File: config.mk
export PLATFORM = sky130hd
export DESIGN_NAME = iopt_xlate
export DESIGN_NICKNAME = d
export VERILOG_FILES = /design/src/rtl/iopt_xlate.sv
export SDC_FILE = /design/constraint.sdc
export NUM_CORES = 1
export LEC_CHECK = 0
export BUFFER_PORTS_ARGS = -buffer_cell sky130_fd_sc_hd__buf_2
export CAP_MARGIN = 20
export CORE_UTILIZATION = 25
export CTS_BUF_LIST = sky130_fd_sc_hd__clkbuf_8
export DETAILED_ROUTE_END_ITERATION = 12
export RECOVER_POWER = 50
export SLEW_MARGIN = 25
export SYNTH_ARGS = -nofsm -noshare
export SYNTH_HDL_FRONTEND = slang
export SYNTH_SLANG_ARGS = --single-unit
File: constraint.sdc
create_clock -name clk -period 11.81 [get_ports clk]
set_input_delay 2.362 -clock clk [delete_from_list [all_inputs] [get_ports clk]]
set_output_delay 2.362 -clock clk [all_outputs]
set_load 0.01 [all_outputs]
File: src/rtl/iopt_xlate.sv
module iopt_xlate #(
  parameter int LEN_W = 13
) (
  input  logic             clk,
  input  logic             rst_n,
  input  logic             req_valid,
  output logic             req_ready,
  input  logic [31:0]      req_addr,
  input  logic [LEN_W-1:0] req_len,
  input  logic             req_write,
  input  logic [31:0]      base_reg,
  input  logic [31:0]      win_start,
  output logic             mem_req_valid,
  input  logic             mem_req_ready,
  output logic [35:0]      mem_req_addr,
  input  logic             mem_rsp_valid,
  input  logic [31:0]      mem_rsp_data,
  output logic             seg_valid,
  output logic [35:0]      seg_pa,
  output logic [LEN_W-1:0] seg_len,
  output logic             done,
  output logic             fault_we,
  output logic [31:0]      fault_status,
  output logic [31:0]      fault_addr
);

  localparam logic [LEN_W-1:0] PAGE_BYTES = LEN_W'(4096);
  localparam logic [31:0] STAT_BASE = 32'hC082_0000;
  localparam logic [31:0] STAT_RD   = 32'h0004_0000;

  typedef enum logic [1:0] {S_IDLE, S_FETCH, S_WAIT} state_t;

  state_t           state;
  logic [31:0]      cur_addr;
  logic [LEN_W-1:0] rem;
  logic             is_wr;

  logic [31:0]      entry;
  logic             pte_ok;
  logic [LEN_W-1:0] to_edge;
  logic [LEN_W-1:0] chunk;
  logic             unused_bits;

  assign entry       = {mem_rsp_data[7:0], mem_rsp_data[15:8],
                        mem_rsp_data[23:16], mem_rsp_data[31:24]};
  assign pte_ok      = entry[1] && (!is_wr || entry[2]);
  assign unused_bits = ^{entry[7:3], entry[0]};

  assign to_edge = PAGE_BYTES - LEN_W'(cur_addr[11:0]);
  assign chunk   = (rem < to_edge) ? rem : to_edge;

  assign req_ready     = (state == S_IDLE);
  assign mem_req_valid = (state == S_FETCH);
  assign mem_req_addr  = ({4'h0, base_reg} << 4)
                       + {4'h0, ((cur_addr & ~win_start) >> 10) & 32'hFFFF_FFFC};

  always_ff @(posedge clk) begin
    if (!rst_n) begin
      state        <= S_IDLE;
      cur_addr     <= '0;
      rem          <= '0;
      is_wr        <= 1'b0;
      seg_valid    <= 1'b0;
      seg_pa       <= '0;
      seg_len      <= '0;
      done         <= 1'b0;
      fault_we     <= 1'b0;
      fault_status <= '0;
      fault_addr   <= '0;
    end else begin
      seg_valid <= 1'b0;
      done      <= 1'b0;
      fault_we  <= 1'b0;
      case (state)
        S_IDLE: if (req_valid) begin
          cur_addr <= req_addr;
          rem      <= req_len;
          is_wr    <= req_write;
          if (req_len == '0) done <= 1'b1;
          else state <= S_FETCH;
        end
        S_FETCH: if (mem_req_ready) state <= S_WAIT;
        S_WAIT: if (mem_rsp_valid) begin
          if (!pte_ok) begin
            fault_we     <= 1'b1;
            done         <= 1'b1;
            fault_status <= STAT_BASE | (is_wr ? 32'h0 : STAT_RD);
            fault_addr   <= {cur_addr[31:12], 12'h000};
            state        <= S_IDLE;
          end else begin
            seg_valid <= 1'b1;
            seg_pa    <= {entry[31:8], cur_addr[11:0]};
            seg_len   <= chunk;
            cur_addr  <= cur_addr + 32'(chunk);
            rem       <= rem - chunk;
            if (rem == chunk) begin
              done  <= 1'b1;
              state <= S_IDLE;
            end else begin
              state <= S_FETCH;
            end
          end
        end
        default: state <= S_IDLE;
      endcase
    end
  end

endmodule

==> flow_metrics.py, run 1 <==
metrics = {
    "outcome": {
        "outcome": "finished, violations left",
        "violations": "capacitance limit, slew limit",
    },
    "cts": {
        "numCtsBuffers": 17,
        "clkTransAtPathRegs_ns": 0.08,
        "post_cts_resized": 0,
        "hold_buffers": 0,
        "cts_htree_levels": 4,
        "clk_latency_ns": 0.46,
        "post_cts_buffers": 0,
        "clk_path_buf_depth": 2,
        "root_buffer": "clkbuf_8",
        "cts_sinks": 122,
        "cts_tree": "done",
    },
    "critical_path": {
        "start_kind": "input port",
        "cp_slowest_cell": "fa_1",
        "cp.required_ns": 9.45,
        "cp_cell_sequence": "buf_2 > nor2b_1 > ha_1 > inv_1 > fa_1 > nor2b_1 > o21a_1 > o21ai_0 > a21oi_1 > nor2_1 > a211oi_1 > o21ai_0 > nand2b_1 > xnor2_1 > buf_2",
        "criticalPathCategory": "in -> out",
        "critPathMaxFanout": 5,
        "crit_family": "compound AO/OA/AOI/OAI gates",
        "cp_num_buf_inv": 3,
        "crit_path_end_kind": "output pin",
        "cpPeakStageDelay_ns": 0.41,
        "arrival_ns": 5.20,
    },
    "synthesis": {
        "syn_inst": 1071,
        "ys_types": 64,
        "yosys_most_used_dff": "dfxtp_1",
        "yosys.area.top_type": "dfxtp_1",
        "ys_seq_area_share_pct": 30.6,
        "avgSynthCellArea_um2": 7.46,
        "yosysTopAreaCellShare_pct": 30.6,
        "async_flop_share_pct": 0,
        "synth_edf_count": 0,
        "ys_ff_latch": 122,
        "yosys_warnings": 0,
        "synth_area_mm2": 0.00799,
        "synthTopCellsByArea": "dfxtp_1, a21oi_1, ha_1",
    },
    "floorplanning": {
        "die_height_um": 181,
        "die_area_mm2": 0.0327,
        "io_pins": 301,
        "die-width_um": 181,
        "start_util_pct": 25.4,
        "core_mm2": 0.0315,
        "row_count": 65,
    },
    "timing": {
        "rsz0062_at_grt": "false",
        "setup_violations": 0,
        "period_share_pct": 64.0,
        "tightest_slew_ns": 2.50,
        "fmax_ghz": 0.132,
        "min_period_ns": 7.56,
        "slew_headroom_pct": -66.7,
        "maxSlewViolCount": 115,
        "timing.final.ws_setup_ns": 4.25,
        "finalHoldViolations": 0,
        "skew_ns": 0.0176,
        "final.setup.tns_ns": 0,
    },
    "worst_hold_path": {
        "hp-class": "reg -> reg",
    },
    "global_routing": {
        "first_global_vias": 7766,
        "grt_max_degree": 54,
        "grt_usage_pct": 16.7,
        "antenna_found_initial": 0,
        "grt_pass1_wl_um": 42300,
        "grt_overflow_total": 0,
    },
    "finish": {
        "drive_gt1_share_pct": 17.1,
        "syn2layout_area_growth_pct": 21.2,
        "num-nets-final": 1487,
        "fillers": 3500,
    },
    "route": {
        "totalWireLength_um": 27300,
        "dr.pass1.iters": 5,
        "avgViaCountPerCell": 4.76,
        "ant_nets": 0,
        "first_iter_violations": 363,
        "wire_per_inst_um": 16.1,
        "drc": 0,
        "vias": 8099,
    },
    "placed_design": {
        "place_hpwl_um": 20500,
        "routabilityCongestion": 0.824,
        "numPortBuffers": 241,
        "place_ws_ns": 4.24,
    },
    "power_and_ir_drop": {
        "vdd_ir_drop_max_mv": 0.0521,
        "power_leakage_nw": 4.06,
        "powerDensity_mw_per_mm2": 126,
    },
    "run": {
        "cap_violations": 3,
    },
}
## cell families (layout without fill, tap and decap cells)
kind of cell | Yosys count | count (layout) | share of synthesized area, %
and+or+nand+nor | 387 | 387 | 21.9
DFF | 122 | 122 | 30.6
adders and majority gates | 56 | 56 | 9.04
muxes | 6 | 6 | 0.799
other | 1 | 42 | 0.0470
buffers and inverters | 137 | 323 | 8.60
xor gates and xnor gates | 53 | 53 | 6.00
AOI/OAI and AO/OA | 309 | 309 | 23.0
## cells in the mapped netlist (4+ instances only)
cell and number:
nand2_1 171, nor2_1 92, and3_1 11, a311oi_1 18, nand4_1 4, a21o_1 11
a21oi_1 147, ha_1 52, a31oi_1 7, o21a_1 11, nor2b_1 27, a22oi_1 4
clkbuf_1 46, buf_4 44, inv_1 42, nand2b_1 10, a211oi_1 16, nor4_1 4
buf_1 4, or3_1 6, xor2_1 11, xnor2_1 40, dfxtp_1 122, nor3_1 21
nand3_1 25, o21ai_0 61, o211ai_1 4
## flip-flops by register name (all words and copies together), names as in the netlist
name / count
seg_pa: 36
cur_addr: 32
fault_addr: 20
rem: 13
seg_len: 13
fault_status: 2
state: 2
done: 1
fault_we: 1
is_wr: 1
seg_valid: 1
## tightest hold or removal path: stages (launching register included)
cell	delay, ns
dfxtp_1	0.31
nand2_1	0.05
a21oi_1	0.05
## path summary, 6_finish.rpt
check | from | slack (ns) | endpoint | cells after the start
worst max-delay path | win_start[14] | 4.25 | mem_req_addr[32] | 15
worst min-delay path | seg_pa[28] | 0.46 | seg_pa[28] | 2
worst max register to register | cur_addr[2] | 5.27 | cur_addr[20] | 22
worst min register to register | seg_pa[28] | 0.46 | seg_pa[28] | 2
## layer usage
metal	GRT usage (%)	vias to the layer above	part of all wire (%)
li1	-	4082	-
met1	18.6	3737	42
met2	31.0	246	51
met3	3.73	34	5.7
met4	5.33	0	2.2
met5	0	-	0
## report_power, final
part	internal [mW]	leakage (nW)	switching, mW
Sequential	0.429	0.994	0.0263
Clock	0.172	0.166	0.197
Combinational	0.162	2.90	0.229
Total	0.763	4.06	0.452
## final cells by class
type                            count  area, µm²  share of cell area [%]
Tap cell                          402        503                    5.20
Clock inverter                     13        123                    1.27
Clock buffer                       18        248                    2.56
Timing Repair Buffer              250       1170                    12.1
Multi-Input combinational cell    852       5040                    52.0
Sequential cell                   122       2440                    25.2
Inverter                           42        158                    1.63
Antenna cell                        1       2.50                  0.0259
## through the flow
stage | hold slack (ns) | instances | total power, mW | instance area, µm² | util [%]
4_1_cts | 0.454 | 1699 | 1.23 | 9780 | 31.1
2_1_floorplan | 0.447 | 1111 | 0.749 | 8140 | -
5_1_grt | 0.473 | 1699 | 1.30 | 9680 | 30.7
3_3_place_gp | 0.439 | 1668 | 0.847 | 9410 | 29.9
6_report | 0.455 | 1700 | 1.21 | 9680 | 30.8
3_5_place_dp | 0.443 | 1668 | 0.855 | 9410 | 29.9
## placed cells by master (no fill, tap or decap), types with 3 or more instances in the layout
cell          n
nand2_1     170
buf_2       162
a21oi_1     146
dfxtp_1     122
nor2_1       90
clkbuf_1     81
o21ai_0      61
ha_1         52
inv_1        42
conb_1       41
xnor2_1      40
nor2b_1      26
nand3_1      25
nor3_1       21
a311oi_1     18
clkbuf_8     18
a211oi_1     16
xor2_1       11
and3_1       11
o21a_1       11
a21o_1       11
nand2b_1      9
a31oi_1       7
clkinvlp_4    7
buf_4         7
or3_1         6
o211ai_1      4
nand4_1       4
a22oi_1       4
nor4_1        4
mux2_2        3
mux2i_1       3
o22ai_1       3
o31ai_1       3
and2_1        3
a41oi_1       3
o221ai_1      3
fa_1          3
Power figures use the tool's default switching activity.
==> inputs of run 2 (changes only) <==
--- a/config.mk
+++ b/config.mk
@@ -5,6 +5,7 @@
 export SDC_FILE = /design/constraint.sdc
 export NUM_CORES = 1
 export LEC_CHECK = 0
+export ABC_AREA = 1
 export BUFFER_PORTS_ARGS = -buffer_cell sky130_fd_sc_hd__buf_2
 export CAP_MARGIN = 20
 export CORE_UTILIZATION = 25
==> constraint.sdc (replaced) <==
create_clock -name clk -period 6.7 [get_ports clk]
set_input_delay 1.34 -clock clk [delete_from_list [all_inputs] [get_ports clk]]
set_output_delay 1.34 -clock clk [all_outputs]
set_load 0.01 [all_outputs]
==> flow_metrics.py, run 2 <==
metrics = {
    "cts": {
        "cts_sinks": 122,
        "clk_latency_ns": 0.48,
        "cts_tree": "done",
        "root_buffer": "clkbuf_8",
        "clk_path_buf_depth": 2,
        "post_cts_buffers": 0,
        "clkTransAtPathRegs_ns": 0.08,
        "post_cts_resized": 0,
        "hold_buffers": 0,
        "numCtsBuffers": 17,
        "cts_htree_levels": 4,
    },
    "critical_path": {
        "crit_top_cell": "nand2_1",
        "arrival_ns": 6.15,
        "crit_start": "cur_addr[0]",
        "crit_family": "compound AO/OA/AOI/OAI gates",
        "cp_slowest_cell": "o21ai_1",
        "reg2reg_from": "cur_addr[0]",
        "cpPeakStageDelay_ns": 0.43,
        "start_kind": "flop",
        "critPathMaxFanout": 17,
        "cp.required_ns": 7.02,
        "cp_num_buf_inv": 4,
        "criticalPathCategory": "reg -> reg",
        "crit_path_end_kind": "flop",
    },
    "global_routing": {
        "antenna_found_initial": 3,
        "grt_usage_pct": 16.2,
        "first_global_vias": 8724,
        "grt_overflow_total": 0,
        "grt_max_degree": 80,
        "grt_pass1_wl_um": 45000,
    },
    "synthesis": {
        "synthTopCellsByArea": "dfxtp_1, nand2_1, nor2_1",
        "synth_top_family_by_area": "simple AND/OR/NAND/NOR gates",
        "synth_xor_xnor_area_share_pct": 5.29,
        "async_flop_share_pct": 0,
        "ys_types": 49,
        "yosys_most_used_dff": "dfxtp_1",
        "synth_simple_gate_area_share_pct": 26.1,
        "synth_mux_area_share_pct": 0,
        "syn_inst": 1290,
        "ys_ff_latch": 122,
        "synth_edf_count": 0,
        "synth_common_cells": "nand2_1, nor2_1, a21oi_1",
        "ys_seq_area_share_pct": 28.3,
        "yosysTopAreaCellShare_pct": 28.3,
        "yosys.area.top_type": "dfxtp_1",
        "synth_area_mm2": 0.00862,
        "yosysMostFrequentCell": "nand2_1",
        "synth_compound_area_share_pct": 20.0,
        "synthAdderAreaFrac_pct": 8.25,
        "avgSynthCellArea_um2": 6.68,
        "yosys_warnings": 0,
    },
    "timing": {
        "min_period_ns": 5.83,
        "slew_headroom_pct": -132,
        "period_share_pct": 87.0,
        "fmax_ghz": 0.171,
        "skew_ns": 0.0140,
        "final.setup.tns_ns": 0,
        "setup_violations": 0,
        "rsz0062_at_grt": "false",
        "finalHoldViolations": 0,
        "maxSlewViolCount": 80,
        "tightest_slew_ns": 3.48,
    },
    "finish": {
        "layout_common_cells": "nand2_1, nor2_1, buf_2",
        "largest-register": "seg_pa",
        "largest_register_ffs": 36,
        "num-nets-final": 1707,
        "finalNonFillerCells": 1968,
        "reg_top3": "seg_pa: 36 flops, cur_addr: 32 flops, fault_addr: 20 flops",
        "drive_gt1_share_pct": 16.6,
        "syn2layout_area_growth_pct": 20.5,
        "finish.utilization_pct": 30.8,
        "final_common_cell": "nand2_1",
        "final_area_mm2": 0.0104,
    },
    "floorplanning": {
        "die-width_um": 188,
        "die_height_um": 188,
        "die_area_mm2": 0.0352,
        "start_util_pct": 25.6,
        "io_pins": 301,
        "core_mm2": 0.0337,
        "row_count": 67,
    },
    "power_and_ir_drop": {
        "vdd_ir_drop_max_mv": 0.159,
        "power_mw": 2.56,
        "power_leakage_nw": 4.73,
        "powerDensity_mw_per_mm2": 246,
    },
    "route": {
        "dr.pass1.iters": 5,
        "drc": 0,
        "avgViaCountPerCell": 4.73,
        "vias": 9303,
        "first_iter_violations": 478,
        "wire_per_inst_um": 14.6,
        "totalWireLength_um": 28800,
        "ant_nets": 0,
    },
    "placed_design": {
        "place_hpwl_um": 21700,
        "numPortBuffers": 241,
        "routabilityCongestion": 0.910,
        "dp.cells": 1934,
        "placed_area_mm2": 0.0101,
    },
    "worst_hold_path": {
        "hp-class": "reg -> reg",
        "hp-start": "is_wr",
    },
    "outcome": {
        "outcome": "finished, violations left",
        "violations": "capacitance limit, slew limit",
    },
    "run": {
        "cap_violations": 1,
    },
}
-- run 2: cell types whose count changed in the layout (fill, tap and decap cells not counted), moves of 18 or more --
cell      previous run  this run
nand2_2              0        22
xnor2_1             40        19
nand2_1            170       200
xor2_1              11        33
nand3_1             25        61
nor2_1              90       178
a311oi_1            18         0
nor2b_1             26         0
inv_1               42       124
o21ai_0             61       121
-- run 2: cells by family after synthesis --
logic type,after synthesis
fa+ha+maj,55
other cells,1
flops,122
xor+xnor,52
buf+inv,224
compound gates,315
simple gates,521
-- run 2: layer usage --
layer	vias up	track usage, %	wire length [µm]
li1	4637	-	-
met1	4283	20.6	13200
met2	337	26.0	12900
met3	44	3.95	2050
met4	2	6.35	643
met5	-	0	13
-- run 2: area by class of cell --
| cell class | instances | area, µm² |
|---|---|---|
| clock inverter | 13 | 136 |
| timing repair buffer | 247 | 1150 |
| inverter | 133 | 502 |
| clock buffer | 19 | 262 |
| fill | 3796 | 23300 |
| tap | 448 | 561 |
| multi-input combinational | 984 | 5320 |
| antenna | 2 | 5.00 |
| sequential | 122 | 2440 |
-- run 2: metrics by stage --
| step | hold WS [ns] | setup WS, ns |
|---|---|---|
| after floorplan | 0.422 | 1.93 |
| after global placement | 0.454 | 0.986 |
| after global routing | 0.505 | 0.408 |
| after detailed placement | 0.453 | 0.949 |
| final | 0.473 | 0.868 |
| after CTS | 0.470 | 0.903 |
-- run 2: path summary, 6_finish.rpt --
check                                         to  slack (ns)  cells after the start
worst max-delay path                cur_addr[22]        0.87                     28
worst min-delay path            fault_status[18]        0.47                      1
worst max register to register      cur_addr[22]        0.87                     28
worst min register to register  fault_status[18]        0.47                      1
-- run 2: where the power goes --
part,internal [mW],switching [mW],total (mW)
registers,0.776,0.0596,0.836
clock network,0.378,0.321,0.699
logic,0.361,0.661,1.02
